<file path="src/rtl/csel_pkg.sv">
package csel_pkg;
  parameter int unsigned CSEL_WIDTH = 64;
  parameter int unsigned CSEL_SLICE = 8;
endpackage

</file>
<file path="src/rtl/csel_base_slice.sv">
module csel_base_slice #(
  parameter int unsigned W = 8
) (
  input  logic [W-1:0] a,
  input  logic [W-1:0] b,
  input  logic         cin,
  output logic [W-1:0] s,
  output logic         co
);
  logic [W:0] total;

  always_comb begin
    total = {1'b0, a} + {1'b0, b} + {{W{1'b0}}, cin};
    s     = total[W-1:0];
    co    = total[W];
  end
endmodule

</file>
<file path="src/rtl/csel_dual_slice.sv">
module csel_dual_slice #(
  parameter int unsigned W = 8
) (
  input  logic [W-1:0] a,
  input  logic [W-1:0] b,
  output logic [W-1:0] s0,
  output logic [W-1:0] s1,
  output logic         co0,
  output logic         co1
);
  logic [W:0] t_zero;
  logic [W:0] t_one;

  always_comb begin
    t_zero = {1'b0, a} + {1'b0, b};
    t_one  = {1'b0, a} + {1'b0, b} + {{W{1'b0}}, 1'b1};
    s0     = t_zero[W-1:0];
    co0    = t_zero[W];
    s1     = t_one[W-1:0];
    co1    = t_one[W];
  end


  always_comb begin
    candidate_step_chk: assert ({co1, s1} == {co0, s0} + {{W{1'b0}}, 1'b1})
      else $error("R5: carry-1 candidate is not carry-0 candidate plus one");
  end
endmodule

</file>
<file path="src/rtl/csel_carry_merge.sv">
module csel_carry_merge #(
  parameter int unsigned NS = 8
) (
  input  logic          base_co,
  input  logic [NS-1:1] cond_c0,
  input  logic [NS-1:1] cond_c1,
  output logic [NS-1:1] sel,
  output logic          cout
);
  logic [NS:1] bnd;

  always_comb begin
    bnd[1] = base_co;
    for (int i = 1; i < NS; i++) begin
      bnd[i+1] = cond_c0[i] | (cond_c1[i] & bnd[i]);
    end
    sel  = bnd[NS-1:1];
    cout = bnd[NS];
  end


  always_comb begin
    for (int i = 1; i < NS; i++) begin
      cond_order_chk: assert (!(cond_c0[i] && !cond_c1[i]))
        else $error("R5: slice %0d carry-0 out exceeds carry-1 out", i);
    end
  end
endmodule

</file>
<file path="src/rtl/csel_adder64.sv">
module csel_adder64
  import csel_pkg::*;
#(
  parameter int unsigned WIDTH = CSEL_WIDTH,
  parameter int unsigned SLICE = CSEL_SLICE
) (
  input  logic [WIDTH-1:0] a,
  input  logic [WIDTH-1:0] b,
  input  logic             cin,
  output logic [WIDTH-1:0] sum,
  output logic             cout
);
  localparam int unsigned NS = WIDTH / SLICE;

  logic [SLICE-1:0] lo_sum;
  logic             lo_co;
  logic [NS-1:1]    c0_vec;
  logic [NS-1:1]    c1_vec;
  logic [NS-1:1]    sel_vec;
  logic [SLICE-1:0] pre0 [NS-1:1];
  logic [SLICE-1:0] pre1 [NS-1:1];
  logic [SLICE-1:0] pick [NS-1:1];

  csel_base_slice #(.W(SLICE)) u_base (
    .a  (a[SLICE-1:0]),
    .b  (b[SLICE-1:0]),
    .cin(cin),
    .s  (lo_sum),
    .co (lo_co)
  );

  for (genvar k = 1; k < NS; k++) begin : g_slice
    csel_dual_slice #(.W(SLICE)) u_dual (
      .a  (a[k*SLICE +: SLICE]),
      .b  (b[k*SLICE +: SLICE]),
      .s0 (pre0[k]),
      .s1 (pre1[k]),
      .co0(c0_vec[k]),
      .co1(c1_vec[k])
    );
    assign pick[k] = sel_vec[k] ? pre1[k] : pre0[k];
    assign sum[k*SLICE +: SLICE] = pick[k];
  end

  assign sum[SLICE-1:0] = lo_sum;

  csel_carry_merge #(.NS(NS)) u_merge (
    .base_co(lo_co),
    .cond_c0(c0_vec),
    .cond_c1(c1_vec),
    .sel    (sel_vec),
    .cout   (cout)
  );


  always_comb begin
    sum_total_chk: assert ({cout, sum} ==
                           {1'b0, a} + {1'b0, b} + {{WIDTH{1'b0}}, cin})
      else $error("R1/R2: result differs from a+b+cin");
  end


  always_comb begin
    low_slice_chk: assert (sum[SLICE-1:0] ==
                           SLICE'(a[SLICE-1:0] + b[SLICE-1:0] + {{(SLICE-1){1'b0}}, cin}))
      else $error("R3: lowest slice mismatch");
  end
endmodule

</file>
<file path="config.mk">
export PLATFORM = sky130hd
export DESIGN_NAME = csel_adder64
export DESIGN_NICKNAME = d
export VERILOG_FILES = /design/src/rtl/csel_pkg.sv /design/src/rtl/csel_base_slice.sv /design/src/rtl/csel_dual_slice.sv /design/src/rtl/csel_carry_merge.sv /design/src/rtl/csel_adder64.sv
export SDC_FILE = /design/constraint.sdc
export NUM_CORES = 1
export LEC_CHECK = 0
export ABC_AREA = 1
export CORE_MARGIN = 4
export CORE_UTILIZATION = 35
export DETAILED_ROUTE_END_ITERATION = 7
export GPL_TIMING_DRIVEN = 0
export PLACE_DENSITY = 0.77
export SLEW_MARGIN = 15
export SYNTH_ARGS = -nofsm -noshare
export SYNTH_HDL_FRONTEND = slang
export SYNTH_SLANG_ARGS = --single-unit
</file>
<file path="constraint.sdc">
create_clock -name vclk -period 6.5
set_input_delay 1.625 -clock vclk [all_inputs]
set_output_delay 1.625 -clock vclk [all_outputs]
set_load 0.02 [all_outputs]
</file>
==> impl_metrics.tcl <==
set metrics [dict create \
    syn_to_final_growth_pct 58.1 \
    core-area_mm2 0.0109 \
    seq_cell_count 0 \
    track_usage_pct 15.6 \
    drc 0 \
    clock_buffers 0 \
    drive_gt1_share_pct 9.78 \
    holdWs_ns 4.10 \
    ys_seq_area_share_pct 0 \
    port_buffers 194 \
    crit_chain "clkdlybuf4s50_1 -> inv_1 -> fa_1 -> inv_2 -> fa_2 -> nand3_1 -> nand2_2 -> a21oi_4 -> nor2_4 -> nand3_2 -> nand2_4 -> nand2_4 -> nand2_8 -> nand2_4 -> nand2_8 -> buf_4 -> nand2_1 -> o21ai_0 -> clkdlybuf4s50_1" \
    p_leak_nw 3.11 \
    finalNetCount 1038 \
    layout_common_cells "clkdlybuf4s50_1 (156), nand2_1 (142), inv_1 (84), ha_1 (67), xor2_1 (55)" \
    seq_area_um2 0 \
    die_height_um 114 \
    worst-setup-path-type "in2out" \
    routedWlPerCell_um 11.7 \
    grt_max_degree 11 \
    drt_pass1_iterations 4 \
    drtIter0Drc 97 \
    max_freq_mhz 157 \
    path_max_fanout 8 \
    gp_congestion 0.855 \
    arrival_ns 4.72 \
    fin_crit_sh_pct 97.7 \
    synth.top_cell.area_share_pct 22.2 \
    start_util_pct 36.1 \
    power.density_mw_per_mm2 132 \
    die_w_um 114 \
    synth_cells 617 \
    io_pins 194 \
    synthTopCellsByArea "ha_1 (22%), nand2_1 (14%), xor2_1 (12%)" \
    critical_path.slowest_cell "clkdlybuf4s50_1" \
    outcome "finished clean" \
    syn_area_per_cell_um2 6.40 \
    timing.critical_path.mode_cell "nand2_4" \
    design_area_mm2 0.00624 \
    syn_area_mm2 0.00395 \
    antenna_cells 0 \
    hp-class "in2out" \
    critPathRequiredTime_ns 4.88 \
    dp_hpwl_um 10100 \
    worst-path-buf-inv 5 \
    hold_viol_final 0 \
    fin_crit_ns 6.35 \
    drv_slew 0 \
    ys_warn_count 0 \
    crit_family "buffers and inverters" \
    viasPerCell 4.76 \
    end_kind "output pin" \
    synth_top_area_cell "ha_1" \
    place_area_mm2 0.00606 \
    syn_nets 825 \
    overflow 0 \
    tightestPinTransition_ns 0.779 \
    grt_antenna_before_repair 0 \
    detail-route-antenna-nets 0 \
    setup_viol 0 \
    grt_pass1_vias 4175 \
    wirelength_um 11300 \
    grt_pass1_wl_um 17700 \
    vias 4604 \
    dieArea_mm2 0.0130 \
    start_kind "input pin" \
    slew_headroom_pct 48.1 \
    max-cap-violations 0 \
    critPathMaxStageDelay_ns 0.67 \
    rows 38 \
    peakVddDrop_v 0.0000778 \
    final_common_cell "clkdlybuf4s50_1" \
    ys_types 34 \
]
-- power by group --
group          switching (mW)  internal, mW  leakage, nW  total, mW
Combinational           0.452         0.373         3.11      0.824
Clock                       0             0            0          0
Sequential                  0             0            0          0
Total                   0.452         0.373         3.11      0.824
-- routing by layer --
layer  vias up  global-route usage (%)  share of wire [%]
li1       2459                       -                  -
met1      2026                    18.5                 42
met2       111                    30.8                 51
met3         8                    1.74                5.9
met4         0                    1.74                1.3
met5         -                       0                  0
-- layout make-up --
cell class         instances  area, um2
fillers                 1066       4700
plain buffers              1       15.0
inverters                 85        319
multi-input cells        533       3730
repair buffers           209       2000
well taps                140        175
-- cells in the mapped netlist (all sizes together) --
cell type and instances:
ha 70, o21bai 4, nor3 13, nor2 41
nand3 54, nand4 10, mux2 1, a21oi 50
nand2 163, xor2 56, a21o 3, nand3b 7
o311ai 2, or2 5, o221ai 1, buf 1
o21a 1, and2 1, o21ai 15, nor4 3
xnor2 22, inv 85, fa 9
-- cell families after synthesis --
group                      Yosys count  share of synthesized area, %
xor gates and xnor gates            78                          17.5
adders and majority gates           79                          26.8
muxes                                1                         0.285
and+or+nand+nor                    297                          36.4
buffers and inverters               86                          8.37
AOI/OAI and AO/OA                   76                          10.7
-- worst min-delay path, cell delays in order --
cell	delay, ns
clkdlybuf4s50_1	0.45
ha_1	0.13
a21oi_1	0.06
nand2_1	0.06
buf_2	0.15
-- final timing paths --
kind / endpoint / slack, ns / cells past startpoint / from
worst max-delay path: sum[39] / 0.15 / 19 / a[0]
worst min-delay path: cout / 4.10 / 5 / b[63]
-- repair_timing --
item	4_1_cts	5_1_grt
cloned	1	2
pin swaps	0	17
resized for setup	72	41
hold buffers	0	0
setup buffers	1	13
endpoints found under the setup margin	34	34
-- through the flow --
stage                     cells  power, mW  setup TNS [ns]  util [%]  setup slack, ns
final                       968      0.824               0      57.1            0.150
after floorplan             617      0.496               0         -            0.779
after global placement      951      0.831           -8.72      55.4           -0.435
after detailed placement    951      0.838           -8.84      55.4           -0.446
after global routing        968      0.906          -0.548      57.1          -0.0628
after CTS                   953      0.814               0      55.3          0.00181
(Power assumes the default switching activity.)
